**config.mk**
```make
export PLATFORM = sky130hd
export DESIGN_NAME = thermal_alert
export DESIGN_NICKNAME = d
export VERILOG_FILES = /design/src/rtl/thermal_alert_pkg.sv /design/src/rtl/thermal_alert_queue.sv /design/src/rtl/thermal_alert_comp.sv /design/src/rtl/thermal_alert_intr.sv /design/src/rtl/thermal_alert.sv
export SDC_FILE = /design/constraint.sdc
export NUM_CORES = 1
export LEC_CHECK = 0
export ABC_AREA = 1
export BUFFER_PORTS_ARGS = -buffer_cell sky130_fd_sc_hd__buf_2
export CAP_MARGIN = 20
export CORE_UTILIZATION = 45
export CTS_CLUSTER_DIAMETER = 40
export DETAILED_ROUTE_END_ITERATION = 7
export PLACE_DENSITY = 0.73
export SLEW_MARGIN = 20
export SYNTH_ARGS = -nofsm -noshare
export SYNTH_HDL_FRONTEND = slang
export SYNTH_SLANG_ARGS = --single-unit
export TNS_END_PERCENT = 10
```
**constraint.sdc**
```tcl
create_clock -name clk -period 2 [get_ports clk]
set_input_delay 0.4 -clock clk [delete_from_list [all_inputs] [get_ports clk]]
set_output_delay 0.4 -clock clk [all_outputs]
set_load 0.02 [all_outputs]
```
**src/rtl/thermal_alert_pkg.sv**
```systemverilog
package thermal_alert_pkg;

  localparam int FQ_W  = 2;
  localparam int CNT_W = 3;

  typedef enum logic {
    WATCH_HIGH = 1'b0,
    WATCH_LOW  = 1'b1
  } watch_e;

  // consecutive samples needed per fault-queue code
  function automatic logic [CNT_W-1:0] fq_need(input logic [FQ_W-1:0] code);
    logic [CNT_W-1:0] n;
    case (code)
      2'd0:    n = 3'd1;
      2'd1:    n = 3'd2;
      2'd2:    n = 3'd4;
      default: n = 3'd6;
    endcase
    return n;
  endfunction

endpackage

```
**src/rtl/thermal_alert_queue.sv**
```systemverilog
module thermal_alert_queue
  import thermal_alert_pkg::*;
(
  input  logic             clk,
  input  logic             rst_n,
  input  logic             clr,
  input  logic             step,
  input  logic             hit,
  input  logic [CNT_W-1:0] need,
  output logic             fire
);

  logic [CNT_W-1:0] cnt;
  logic [CNT_W-1:0] cnt_inc;

  assign cnt_inc = cnt + 1'b1;
  assign fire    = step && hit && (cnt_inc >= need);

  always_ff @(posedge clk or negedge rst_n) begin
    if (!rst_n) begin
      cnt <= '0;
    end else if (clr || fire || (step && !hit)) begin
      cnt <= '0;
    end else if (step && hit) begin
      cnt <= cnt_inc;
    end
  end

endmodule

```
**src/rtl/thermal_alert_comp.sv**
```systemverilog
module thermal_alert_comp
  import thermal_alert_pkg::*;
#(
  parameter int TEMP_W = 12
) (
  input  logic              clk,
  input  logic              rst_n,
  input  logic              clr,
  input  logic              step,
  input  logic [TEMP_W-1:0] sample,
  input  logic [TEMP_W-1:0] limit_hi,
  input  logic [TEMP_W-1:0] limit_lo,
  input  logic [CNT_W-1:0]  need,
  output logic              active,
  output logic              fire
);

  function automatic logic at_or_above(input logic [TEMP_W-1:0] a,
                                       input logic [TEMP_W-1:0] b);
    return $signed(a) >= $signed(b);
  endfunction

  logic hit;

  assign hit = active ? !at_or_above(sample, limit_lo)
                      :  at_or_above(sample, limit_hi);

  thermal_alert_queue u_queue (
    .clk  (clk),
    .rst_n(rst_n),
    .clr  (clr),
    .step (step),
    .hit  (hit),
    .need (need),
    .fire (fire)
  );

  always_ff @(posedge clk or negedge rst_n) begin
    if (!rst_n) begin
      active <= 1'b0;
    end else if (clr) begin
      active <= 1'b0;
    end else if (fire) begin
      active <= !active;
    end
  end

endmodule

```
**src/rtl/thermal_alert_intr.sv**
```systemverilog
module thermal_alert_intr
  import thermal_alert_pkg::*;
#(
  parameter int TEMP_W = 12
) (
  input  logic              clk,
  input  logic              rst_n,
  input  logic              hold,
  input  logic              clear_evt,
  input  logic              step,
  input  logic [TEMP_W-1:0] sample,
  input  logic [TEMP_W-1:0] limit_hi,
  input  logic [TEMP_W-1:0] limit_lo,
  input  logic [CNT_W-1:0]  need,
  output logic              pending,
  output logic              cause,
  output logic              dir,
  output logic              fire
);

  function automatic logic at_or_above(input logic [TEMP_W-1:0] a,
                                       input logic [TEMP_W-1:0] b);
    return $signed(a) >= $signed(b);
  endfunction

  watch_e watch;
  logic   hit;

  assign dir = watch;
  assign hit = (watch == WATCH_LOW) ? !at_or_above(sample, limit_lo)
                                    :  at_or_above(sample, limit_hi);

  thermal_alert_queue u_queue (
    .clk  (clk),
    .rst_n(rst_n),
    .clr  (hold || pending),
    .step (step && !pending),
    .hit  (hit),
    .need (need),
    .fire (fire)
  );

  always_ff @(posedge clk or negedge rst_n) begin
    if (!rst_n) begin
      pending <= 1'b0;
      cause   <= 1'b0;
      watch   <= WATCH_HIGH;
    end else if (hold) begin
      pending <= 1'b0;
      cause   <= 1'b0;
      watch   <= WATCH_HIGH;
    end else if (fire) begin
      pending <= 1'b1;
      cause   <= (watch == WATCH_HIGH);
      watch   <= (watch == WATCH_HIGH) ? WATCH_LOW : WATCH_HIGH;
    end else if (clear_evt) begin
      pending <= 1'b0;
    end
  end

endmodule

```
**src/rtl/thermal_alert.sv**
```systemverilog
module thermal_alert
  import thermal_alert_pkg::*;
#(
  parameter int TEMP_W = 12
) (
  input  logic              clk,
  input  logic              rst_n,
  input  logic              gc_reset,
  input  logic              sample_valid,
  input  logic [TEMP_W-1:0] sample,
  input  logic [TEMP_W-1:0] limit_hi,
  input  logic [TEMP_W-1:0] limit_lo,
  input  logic              int_mode,
  input  logic              polarity,
  input  logic [FQ_W-1:0]   fq_code,
  input  logic              reg_read,
  input  logic              ar_won,
  input  logic              shutdown,
  output logic              alert_pin,
  output logic              status_rd,
  output logic              int_cause
);

  logic [CNT_W-1:0] need;
  logic             sd_q;
  logic             sd_enter;
  logic             comp_active;
  logic             comp_fire;
  logic             int_pending;
  logic             int_fire;
  logic             int_dir;
  logic             alert_active;

  assign need     = fq_need(fq_code);
  assign sd_enter = shutdown && !sd_q;

  always_ff @(posedge clk or negedge rst_n) begin
    if (!rst_n) sd_q <= 1'b0;
    else        sd_q <= shutdown;
  end

  thermal_alert_comp #(.TEMP_W(TEMP_W)) u_comp (
    .clk     (clk),
    .rst_n   (rst_n),
    .clr     (gc_reset),
    .step    (sample_valid),
    .sample  (sample),
    .limit_hi(limit_hi),
    .limit_lo(limit_lo),
    .need    (need),
    .active  (comp_active),
    .fire    (comp_fire)
  );

  thermal_alert_intr #(.TEMP_W(TEMP_W)) u_intr (
    .clk      (clk),
    .rst_n    (rst_n),
    .hold     (gc_reset || !int_mode),
    .clear_evt(reg_read || ar_won || sd_enter),
    .step     (sample_valid),
    .sample   (sample),
    .limit_hi (limit_hi),
    .limit_lo (limit_lo),
    .need     (need),
    .pending  (int_pending),
    .cause    (int_cause),
    .dir      (int_dir),
    .fire     (int_fire)
  );

  assign alert_active = int_mode ? int_pending : comp_active;
  assign alert_pin    = polarity ? alert_active : !alert_active;
  assign status_rd    = polarity ? comp_active  : !comp_active;

endmodule

```
; Yosys cells after proc, flatten, opt, wreduce, memory -nomap -nowiden
; Index checks and enable logic that the tools add are counted.
[op_classes]
n_addsub = 2
order_cmp = 4
n_eq_ne = 2
n_mux = 20
n_bitwise = 1
reduce_logical = 30
[ops]
columns = op, n
row1 = greater-or-equal comparator 12 bit, 2
row2 = two-way mux 1 bit, 15
row3 = two-way mux 3 bit, 4
row4 = case mux 3 bit (3 select lines), 1
row5 = logical AND 1 bit, 8
row6 = zero test 1 bit, 8
row7 = logical OR 1 bit, 8
row8 = nonzero test 2 bit, 4
row9 = "adder 3 x 1 -> 3 bit, second input constant", 2
row10 = greater-or-equal comparator 3 bit, 2
row11 = nonzero test 3 bit, 1
row12 = "equality test 2 x 1 -> 1 bit, second input constant", 1
row13 = "equality test 2 bit, second input constant", 1
row14 = zero test 2 bit, 1
row15 = inverter 1 bit, 1
[word_totals]
reg_bits = 11
input_bits = 47
output_inout_bits = 3
elab_cells = 66

; Longest topological paths before layout
; Gate-level depths: netlist of run 1.
[depth]
depth_word = 8
depth_mapped = 16
depth_no_buf = 16

; By module
; Synthesis of run 1 repeated with hierarchy kept, for this count alone.
[unflattened]
cells_unflattened = 341
hier_area_um2 = 2185.8
[by_module_without_submodules]
columns = mod, instances, cells_each, area_each_um2, seq_area_each_um2
row1 = thermal_alert_intr, 1, 131, 834.6, 50.0
row2 = thermal_alert_comp, 1, 124, 755.7, 25.0
row3 = thermal_alert_queue, 2, 33, 244.0, 75.1
row4 = thermal_alert, 1, 20, 107.6, 25.0

; Worst setup path after synthesis of run 1
; Ideal clock, no wire load.
[synth_timing]
path_kind = reg2reg
startpoint = reg u_intr.u_queue.cnt[0]
endpoint = reg u_intr.cause
setup_time_ps = 66
arrival_ps = 1771
t_required_ps = 1934
setup_slack_ps = 164
path_stages_with_launch = 13
path_buffers = 0
synth_period_minus_slack_ps = 1836
path_cell_list = dfrtp_1 ha_1 xor2_1 ha_1 a21oi_1 o21ai_0 a31oi_1 inv_1 nand2_1 inv_1 nand2_1 nand3_1 nand2_1
[synth_between]
elab_chain_len = 4
[synth_rtl]
columns = element, line
row1 = start: declaration, thermal_alert_queue.sv:13  ; logic [CNT_W-1:0] cnt;
row2 = start signal: assignment, thermal_alert_queue.sv:25  ; cnt <= cnt_inc;
row3 = adder 3 x 1 -> 3 bit, thermal_alert_queue.sv:16  ; assign cnt_inc = cnt + 1'b1;
row4 = greater-or-equal comparator 3 bit, thermal_alert_queue.sv:17  ; assign fire = step && hit && (cnt_inc >= need);
row5 = logical AND 1 bit, thermal_alert_queue.sv:17
row6 = nonzero test 2 bit (no line), n/a
row7 = end signal: assignment, thermal_alert_intr.sv:54  ; cause <= (watch == WATCH_HIGH);
row8 = end: declaration, thermal_alert_intr.sv:16  ; output logic cause,
; No other way between the ends.
; A chain may end at the register's enable or synchronous reset.

; Final worst setup path of run 1
; Same ends and word-level chain as after synthesis.

==> results of run 1 <==
[cells by family (layout without fill, tap and decap cells)]
kind of cell	after synthesis	in the layout	synth area share, %
buffers and inverters	57	116	14.38
AO/OA/AOI/OAI	22	22	9.925
flip-flops	10	10	16.82
AND/OR/NAND/NOR	95	95	29.60
adder cells (fa/ha/maj)	32	32	26.91
XOR/XNOR	4	4	2.355
[critical path, delay by kind of cell (launching register included)]
kind                     cells  cell delay (ns)
adder cells (fa/ha/maj)      2             0.44
flip-flops                   1             0.38
AO/OA/AOI/OAI                3             0.38
AND/OR/NAND/NOR              3             0.21
XOR/XNOR                     1             0.20
buffers and inverters        2             0.12
[per-layer routing]
layer / up-vias / part of all wire [%]
li1: 813 / -
met1: 600 / 53
met2: 39 / 42
met3: 0 / 5.4
met4: 0 / 0
met5: - / 0
[where the power goes]
| part | total, W | internal, W | switching [W] |
|---|---|---|---|
| combinational | 0.000374 | 0.000165 | 0.000208 |
| clock | 0.000180 | 0.000110 | 0.0000693 |
| sequential | 0.000222 | 0.000214 | 0.00000813 |
[cells in the final DEF (no fill, tap or decap), drive strengths merged, types with 3 or more instances in the layout]
master and n:
nand2 57, xnor2 3, nor2 15, ha 32, nand3 12, a21oi 11
dfrtp 10, nand4 8, buf 54, clkbuf 4, inv 57, o21ai 6
[final timing paths]
kind | startpoint | to | slack [ns]
max | u_intr.u_queue.cnt[0]$_DFFE_PN0P_ | u_intr.cause$_DFFE_PN0P_ | 0.16
min | shutdown | sd_q$_DFF_PN0_ | 0.25
max reg2reg | u_intr.u_queue.cnt[0]$_DFFE_PN0P_ | u_intr.cause$_DFFE_PN0P_ | 0.16
min reg2reg | u_comp.u_queue.cnt[1]$_DFFE_PN0P_ | u_comp.u_queue.cnt[1]$_DFFE_PN0P_ | 0.49
max in group asynchronous | rst_n | u_intr.u_queue.cnt[0]$_DFFE_PN0P_ | 1.28
min in group asynchronous | rst_n | u_comp.u_queue.cnt[0]$_DFFE_PN0P_ | 0.51
[registers in the layout (all words and copies together), names as in the netlist]
name and count:
u_comp.active 1, u_intr.u_queue.cnt 3, u_comp.u_queue.cnt 3, u_intr.pending 1, u_intr.cause 1, sd_q 1
[what timing repair did]
action                                  in CTS  in global routing
hold endpoints to repair                    10                  0
resized for setup                            0                  9
hold buffers                                 1                  0
endpoints found under the setup margin       0                  9
setup buffers                                0                  2
[cell type report]
type | count | area, sq um | share of cell area (%)
flip-flops and latches | 10 | 250.2 | 13.03
well taps | 44 | 55.05 | 2.866
clock buffers | 4 | 36.28 | 1.889
repair buffers | 55 | 292.8 | 15.24
inverters | 57 | 214.0 | 11.14
multi-input cells | 153 | 1072 | 55.83
[per-stage QoR]
stage | power, W | hold slack (ns) | cells
after detailed placement | 0.0005879 | 0.2751 | 316
after global routing | 0.0008507 | 0.2368 | 323
final | 0.0007753 | 0.2509 | 323
after CTS | 0.0007753 | 0.2427 | 321
after floorplan | 0.0004726 | 0.1044 | 220
after global placement | 0.0005813 | 0.2732 | 316
==> impl_metrics.yaml, run 1 <==
global_routing:
  grt_util_met2_pct: 27.13
  use_met3_pct: 5.022
  antenna_found_initial: 0
  gr-usage-all-layers_pct: 17.91
  gr-usage-met1_pct: 26.84
  grt-busiest-layer: "met2"
  overflow: 0
  grt_pass1_wl_um: 4940
  grt_pass1_vias: 1230
  grt_max_degree: 11
floorplanning:
  ios: 50
  core_sq_um: 3103
  rows: 20
  start_util_pct: 47.94
  die_area_sq_um: 3540
  die_h_um: 59.50
  die-width_um: 59.50
setup_path:
  crit_chain: "ha_2 -> xor2_2 -> ha_4 -> a21oi_2 -> o21ai_1 -> a31oi_1 -> inv_1 -> nand2_1 -> inv_1 -> nand4_1 -> nand2_1"
  arrival_ns: 2.00
  crit_slowest_cell: "dfrtp_1"
  end_kind: "flip-flop"
  setup.worst_path.class: "flip-flop to flip-flop"
  crit_path_start_kind: "flip-flop"
  path_max_fanout: 3
  required_ns: 2.16
  slowest_delay_ns: 0.38
  worstRegToRegCells: 11
layout:
  design_area_sq_um: 1921
  fillers: 316
  final_util_pct: 61.90
  drive_gt1_share_pct: 29.39
  antenna_cells: 0
  area_growth_pct: 29.10
  finalNetCount: 359
clock_tree:
  h-tree-depth: 1
  clock-sinks: 10
  cts_buffer_depth: 2
  cts_root_buf: "clkbuf_4"
  path_clk_slew_ns: 0.07
  clkLatencyLatePin_ns: 0.27
  cts_inserted_buffers: 3
  cts_tree: "done"
synthesis:
  synth_cell_types: 26
  synth.ff_latch_count: 10
  ys_async_sr_fraction_pct: 100.0
  seq_area_frac_synth_pct: 16.82
  synth.most_common_cell: "inv_1"
  yosys.area.top_type_share_pct: 26.91
  synth_area_per_cell_sq_um: 6.762
  syn_area_sq_um: 1488
  yosys-top-cells-area: "ha_1 (27%), dfrtp_1 (17%), inv_1 (14%)"
  yosys.area.top_type: "ha_1"
  synth_common_cells: "inv_1 (56), nand2_1 (54), ha_1 (32)"
  synth_edf_count: 0
  synthCells: 220
  syn_nets: 299
  synthFlopType: "dfrtp_1"
  yosysWarnings: 0
drt:
  wl_um: 2965
  drt-pass1-iter-count: 4
  vias_per_cell: 4.495
  wl_per_cell_um: 9.180
  ant_nets: 0
  vias: 1452
  dr.first_iter.drc_count: 46
  drcViolationCount: 0
timing:
  hold_violations: 0
  tns_ns: 0
  fin_worst_skew_ns: 0.007170
  setup_slack_ns: 0.1632
  finalSetupViolCount: 0
  drv_slew: 0
  clock.fmax_mhz: 544.4
  worst_slew_pin_slew_ns: 0.3027
  finalWorstPathRequiredPeriod_ns: 1.837
  timing.slew.headroom_pct: 79.60
  period_share_pct: 91.84
placement:
  place_worst_setup_slack_ns: 0.02283
  place_congestion: 0.8937
  hpwl_um: 2532
  portBuffers: 49
  post_dp_cell_area_sq_um: 1810
flow_run:
  maxCapViolations: 0
power_and_ir_drop:
  p_leak_nw: 1.224
  power.density_nw_per_um2: 403.7
  irDropWorstVdd_mv: 0.3964
hold_path:
  worst_hold_path.num_cells: 1
  hp-class: "input pin to flip-flop"
status:
  status: "complete, no violations"
No activity file was read; power rests on OpenSTA's default activity.
==> inputs of run 2 (changes only) <==
Settings changed: CELL_PAD_IN_SITES_DETAIL_PLACEMENT set to 0, CELL_PAD_IN_SITES_GLOBAL_PLACEMENT set to 1, CORE_UTILIZATION 45 to 38, PLACE_DENSITY 0.73 to unset, PLACE_DENSITY_LB_ADDON set to 0.1, SYNTH_HIERARCHICAL set to 1.
==> impl_metrics.yaml, run 2 <==
clock_tree:
  cts_buffer_depth: 2
  cts_inserted_buffers: 3
  clock-sinks: 10
  clkLatencyLatePin_ns: 0.24
  cts_root_buf: "clkbuf_8"
  h-tree-depth: 1
  cts_tree: "done"
  path_clk_slew_ns: 0.05
setup_path:
  path_max_fanout: 4
  end_kind: "flip-flop"
  crit_slowest_cell: "ha_1"
  critPathMostFrequentCell: "nand2_1"
  arrival_ns: 2.06
  setup.worst_path.class: "input pin to flip-flop"
  slowest_delay_ns: 0.34
  required_ns: 2.16
  crit_chain: "buf_2 -> ha_1 -> a21o_1 -> nor2_2 -> nand4_1 -> nand3_1 -> nand2_1 -> nand2_1 -> nand2_1 -> a21oi_2 -> o21bai_1 -> a21oi_1"
  crit_path_start_kind: "input pin"
timing:
  worst_slew_pin_slew_ns: 0.2694
  timing.slew.headroom_pct: 81.85
  finalSetupViolCount: 0
  tns_ns: 0
  hold_violations: 0
  holdWs_ns: 0.01779
  setup_slack_ns: 0.1026
  finalWorstPathRequiredPeriod_ns: 1.897
  clock.fmax_mhz: 527.0
  fin_worst_skew_ns: 0.004635
  period_share_pct: 94.87
  rsz0062_at_grt: "false"
  drv_slew: 0
drt:
  wl_per_cell_um: 9.719
  drcViolationCount: 0
  ant_nets: 0
  wl_um: 4568
  vias_per_cell: 4.483
  dr.first_iter.drc_count: 47
  vias: 2107
  drt-pass1-iter-count: 4
synthesis:
  syn_area_sq_um: 2178
  synthCells: 340
  yosysWarnings: 6
  syn_nets: 443
  synth_area_per_cell_sq_um: 6.407
floorplanning:
  start_util_pct: 39.56
  die_area_sq_um: 6040
  die-width_um: 77.72
  core_sq_um: 5507
  die_h_um: 77.72
  rows: 27
  ios: 50
global_routing:
  grt_pass1_wl_um: 8059
  gr-usage-all-layers_pct: 16.46
  grt_max_degree: 11
  grt_pass1_vias: 1889
  overflow: 0
  antenna_found_initial: 0
layout:
  reg_top3: "u_comp/u_queue/cnt: 3 flops, u_intr/u_queue/cnt: 3 flops"
  area_growth_pct: 21.02
  antenna_cells: 0
  finalNetCount: 502
  final_cell_mix: "inv_1 (92), nand2_1 (84), ha_1 (55)"
  fillers: 602
  drive_gt1_share_pct: 22.11
  layout_commonest_cell: "inv_1"
status:
  status: "complete, no violations"
hold_path:
  hp-class: "input pin to async pin"
power_and_ir_drop:
  power.density_nw_per_um2: 346.9
  p_leak_nw: 1.740
  irDropWorstVdd_mv: 0.3599
placement:
  hpwl_um: 4132
  place_congestion: 0.7500
  portBuffers: 49
  place_worst_setup_slack_ns: -0.2577
flow_run:
  maxCapViolations: 0
[run 2: cell type report]
type / instances / area (sq um) / area share, %
inverter: 98 / 367.9 / 13.95
tap: 72 / 90.09 / 3.417
clock buffer: 4 / 55.05 / 2.088
sequential: 10 / 250.2 / 9.492
multi-input combinational: 230 / 1575 / 59.75
timing repair buffer: 56 / 297.8 / 11.30
[run 2: final timing paths]
kind                                              startpoint                           endpoint  slack [ns]  cells after the start
min reg2reg                u_intr/u_queue/cnt[1]$_DFFE_PN0P_  u_intr/u_queue/cnt[1]$_DFFE_PN0P_        0.49                      2
max reg2reg                u_intr/u_queue/cnt[0]$_DFFE_PN0P_           u_intr/cause$_DFFE_PN0P_        0.20                      8
max in group asynchronous                              rst_n           u_intr/cause$_DFFE_PN0P_        1.79                      1
max                                               sample[11]           u_intr/cause$_DFFE_PN0P_        0.10                     12
min                                                    rst_n         u_intr/pending$_DFFE_PN0P_        0.02                      1
min in group clk                                    shutdown                     sd_q$_DFF_PN0_        0.28                      1
[run 2: stage by stage]
stage	instance area, sq um	power [W]	util, %	cells
final	2636	0.0009146	47.88	470
after CTS	2616	0.0009256	47.51	470
after detailed placement	2559	0.0006646	46.47	466
after floorplan	2178	0.0005055	-	340
after global routing	2636	0.001014	47.88	470
after global placement	2559	0.0006658	46.47	466
[run 2: critical path: cells and delay by family]
family	cells	cell delay, ns
AND/OR/NAND/NOR	6	0.61
buffers and inverters	1	0.14
adder cells (fa/ha/maj)	1	0.34
AO/OA/AOI/OAI	4	0.57
[run 2: report_power, final]
group / total (W) / switching, W / internal [W]
Clock: 0.000253 / 0.0000795 / 0.000173
Combinational: 0.000446 / 0.000251 / 0.000195
Sequential: 0.000216 / 0.00000720 / 0.000209
[run 2: timing repair]
item | 4_1_cts | 5_1_grt
resized for setup | 1 | 3
buffers inserted | 0 | 0
gates cloned | 0 | 0
setup endpoints to repair | 1 | 5
hold buffers | 0 | 0
[run 2: routing by layer]
metal | vias up | GRT usage [%] | routed length (um)
met5 | - | 0 | 0
met4 | 0 | 2.264 | 14
met3 | 2 | 3.529 | 296
met2 | 65 | 25.49 | 1847
met1 | 865 | 23.66 | 2409
li1 | 1175 | - | -
==> inputs of run 3 (changes only) <==
Settings changed: RECOVER_POWER set to 50.
==> impl_metrics.yaml, run 3 (synthesized netlist as in run 2, its figures left out) <==
global_routing:
  overflow: 0
  grt_pass1_wl_um: 8059
  antenna_found_initial: 0
  gr-usage-all-layers_pct: 16.46
  grt_max_degree: 11
  grt_pass1_vias: 1889
clock_tree:
  clkLatencyLatePin_ns: 0.24
  path_clk_slew_ns: 0.05
  cts_tree: "done"
  cts_buffer_depth: 2
  h-tree-depth: 1
  clock-sinks: 10
  cts_root_buf: "clkbuf_8"
  cts_inserted_buffers: 3
  cts_hold_buf: 0
layout:
  final_util_pct: 47.85
  finalNetCount: 502
  area_growth_pct: 20.97
  reg_top3: "u_comp/u_queue/cnt: 3 flops, u_intr/u_queue/cnt: 3 flops"
  drive_gt1_share_pct: 21.86
  design_area_sq_um: 2635
  layout_commonest_cell: "inv_1"
  fillers: 603
  antenna_cells: 0
  final_cell_mix: "inv_1 (92), nand2_1 (84), ha_1 (55)"
timing:
  timing.slew.headroom_pct: 63.04
  finalWorstPathRequiredPeriod_ns: 1.898
  worst_slew_pin_slew_ns: 0.5544
  fin_worst_skew_ns: 0.004536
  setup_slack_ns: 0.1024
  clock.fmax_mhz: 527.0
  rsz0062_at_grt: "false"
  hold_violations: 0
  finalSetupViolCount: 0
  drv_slew: 0
  tns_ns: 0
  holdWs_ns: 0.1232
  period_share_pct: 94.88
placement:
  hpwl_um: 4132
  portBuffers: 49
  post_dp_cell_area_sq_um: 2559
  place_congestion: 0.7500
  place_worst_setup_slack_ns: -0.2577
floorplanning:
  die_h_um: 77.72
  die-width_um: 77.72
  core_sq_um: 5507
  rows: 27
  start_util_pct: 39.56
  ios: 50
  die_area_sq_um: 6040
drt:
  drcViolationCount: 0
  drt-pass1-iter-count: 4
  ant_nets: 0
  dr.first_iter.drc_count: 47
  wl_per_cell_um: 9.734
  vias_per_cell: 4.485
  vias: 2108
  wl_um: 4575
power_and_ir_drop:
  p_leak_nw: 1.737
  power.density_nw_per_um2: 347.0
  irDropWorstVdd_mv: 0.3596
setup_path:
  slowest_delay_ns: 0.34
  crit_slowest_cell: "ha_1"
  setup.worst_path.class: "input pin to flip-flop"
  end_kind: "flip-flop"
  critPathMostFrequentCell: "nand2_1"
  required_ns: 2.16
  path_max_fanout: 4
  crit_path_start_kind: "input pin"
  worstRegToRegCells: 8
  arrival_ns: 2.06
  crit_chain: "buf_2 -> ha_1 -> a21o_1 -> nor2_2 -> nand4_1 -> nand3_1 -> nand2_1 -> nand2_1 -> nand2_1 -> a21oi_2 -> o21bai_1 -> a21oi_1"
hold_path:
  hp-class: "input pin to async pin"
flow_run:
  maxCapViolations: 0
status:
  status: "complete, no violations"
## run 3: stage by stage
stage | total power [W] | std cells
floorplan | 0.0005055 | 340
global placement | 0.0006658 | 466
detailed placement | 0.0006646 | 466
CTS | 0.0009256 | 470
global route | 0.001014 | 470
finish | 0.0009143 | 470
## run 3: repair_timing
| item | 4_1_cts | 5_1_grt |
|---|---|---|
| setup endpoints to repair | 1 | 5 |
| setup buffers | 0 | 0 |
| resized for setup | 1 | 3 |
## run 3: worst max-delay path: cells and delay by family
family | cells | cell delay [ns]
and+or+nand+nor | 6 | 0.61
AOI/OAI and AO/OA | 4 | 0.57
adders and majority gates | 1 | 0.34
buffers and inverters | 1 | 0.14
## run 3: per-layer routing
layer  share of wire (%)  track usage [%]
met2                  41            25.49
met3                 6.4            3.529
met1                  53            23.66
met4                0.31            2.264
met5                   0                0
## run 3: path summary, 6_finish.rpt
| kind | from | endpoint | slack (ns) |
|---|---|---|---|
| setup / recovery | sample[11] | u_intr/cause$_DFFE_PN0P_ | 0.10 |
| hold / removal | rst_n | u_intr/pending$_DFFE_PN0P_ | 0.12 |
| setup reg to reg | u_intr/u_queue/cnt[0]$_DFFE_PN0P_ | u_intr/cause$_DFFE_PN0P_ | 0.20 |
| hold reg to reg | u_intr/u_queue/cnt[1]$_DFFE_PN0P_ | u_intr/u_queue/cnt[1]$_DFFE_PN0P_ | 0.49 |
| max in group asynchronous | rst_n | u_intr/cause$_DFFE_PN0P_ | 1.51 |
| min in group clk | shutdown | sd_q$_DFF_PN0_ | 0.28 |
## run 3: where the power goes
group,leakage (nW),switching (W),internal (W),total (W)
clock network,0.0288,0.0000794,0.000173,0.000252
logic,1.57,0.000251,0.000195,0.000445
registers,0.136,0.00000738,0.000209,0.000217
total,1.74,0.000337,0.000577,0.000914
## run 3: area by class of cell
| class | count | area (sq um) | share of cell area [%] |
|---|---|---|---|
| multi-input combinational | 230 | 1575 | 59.78 |
| inverter | 98 | 367.9 | 13.96 |
| timing repair buffer | 56 | 296.5 | 11.25 |
| sequential | 10 | 250.2 | 9.497 |
| tap | 72 | 90.09 | 3.419 |
| clock buffer | 4 | 55.05 | 2.089 |
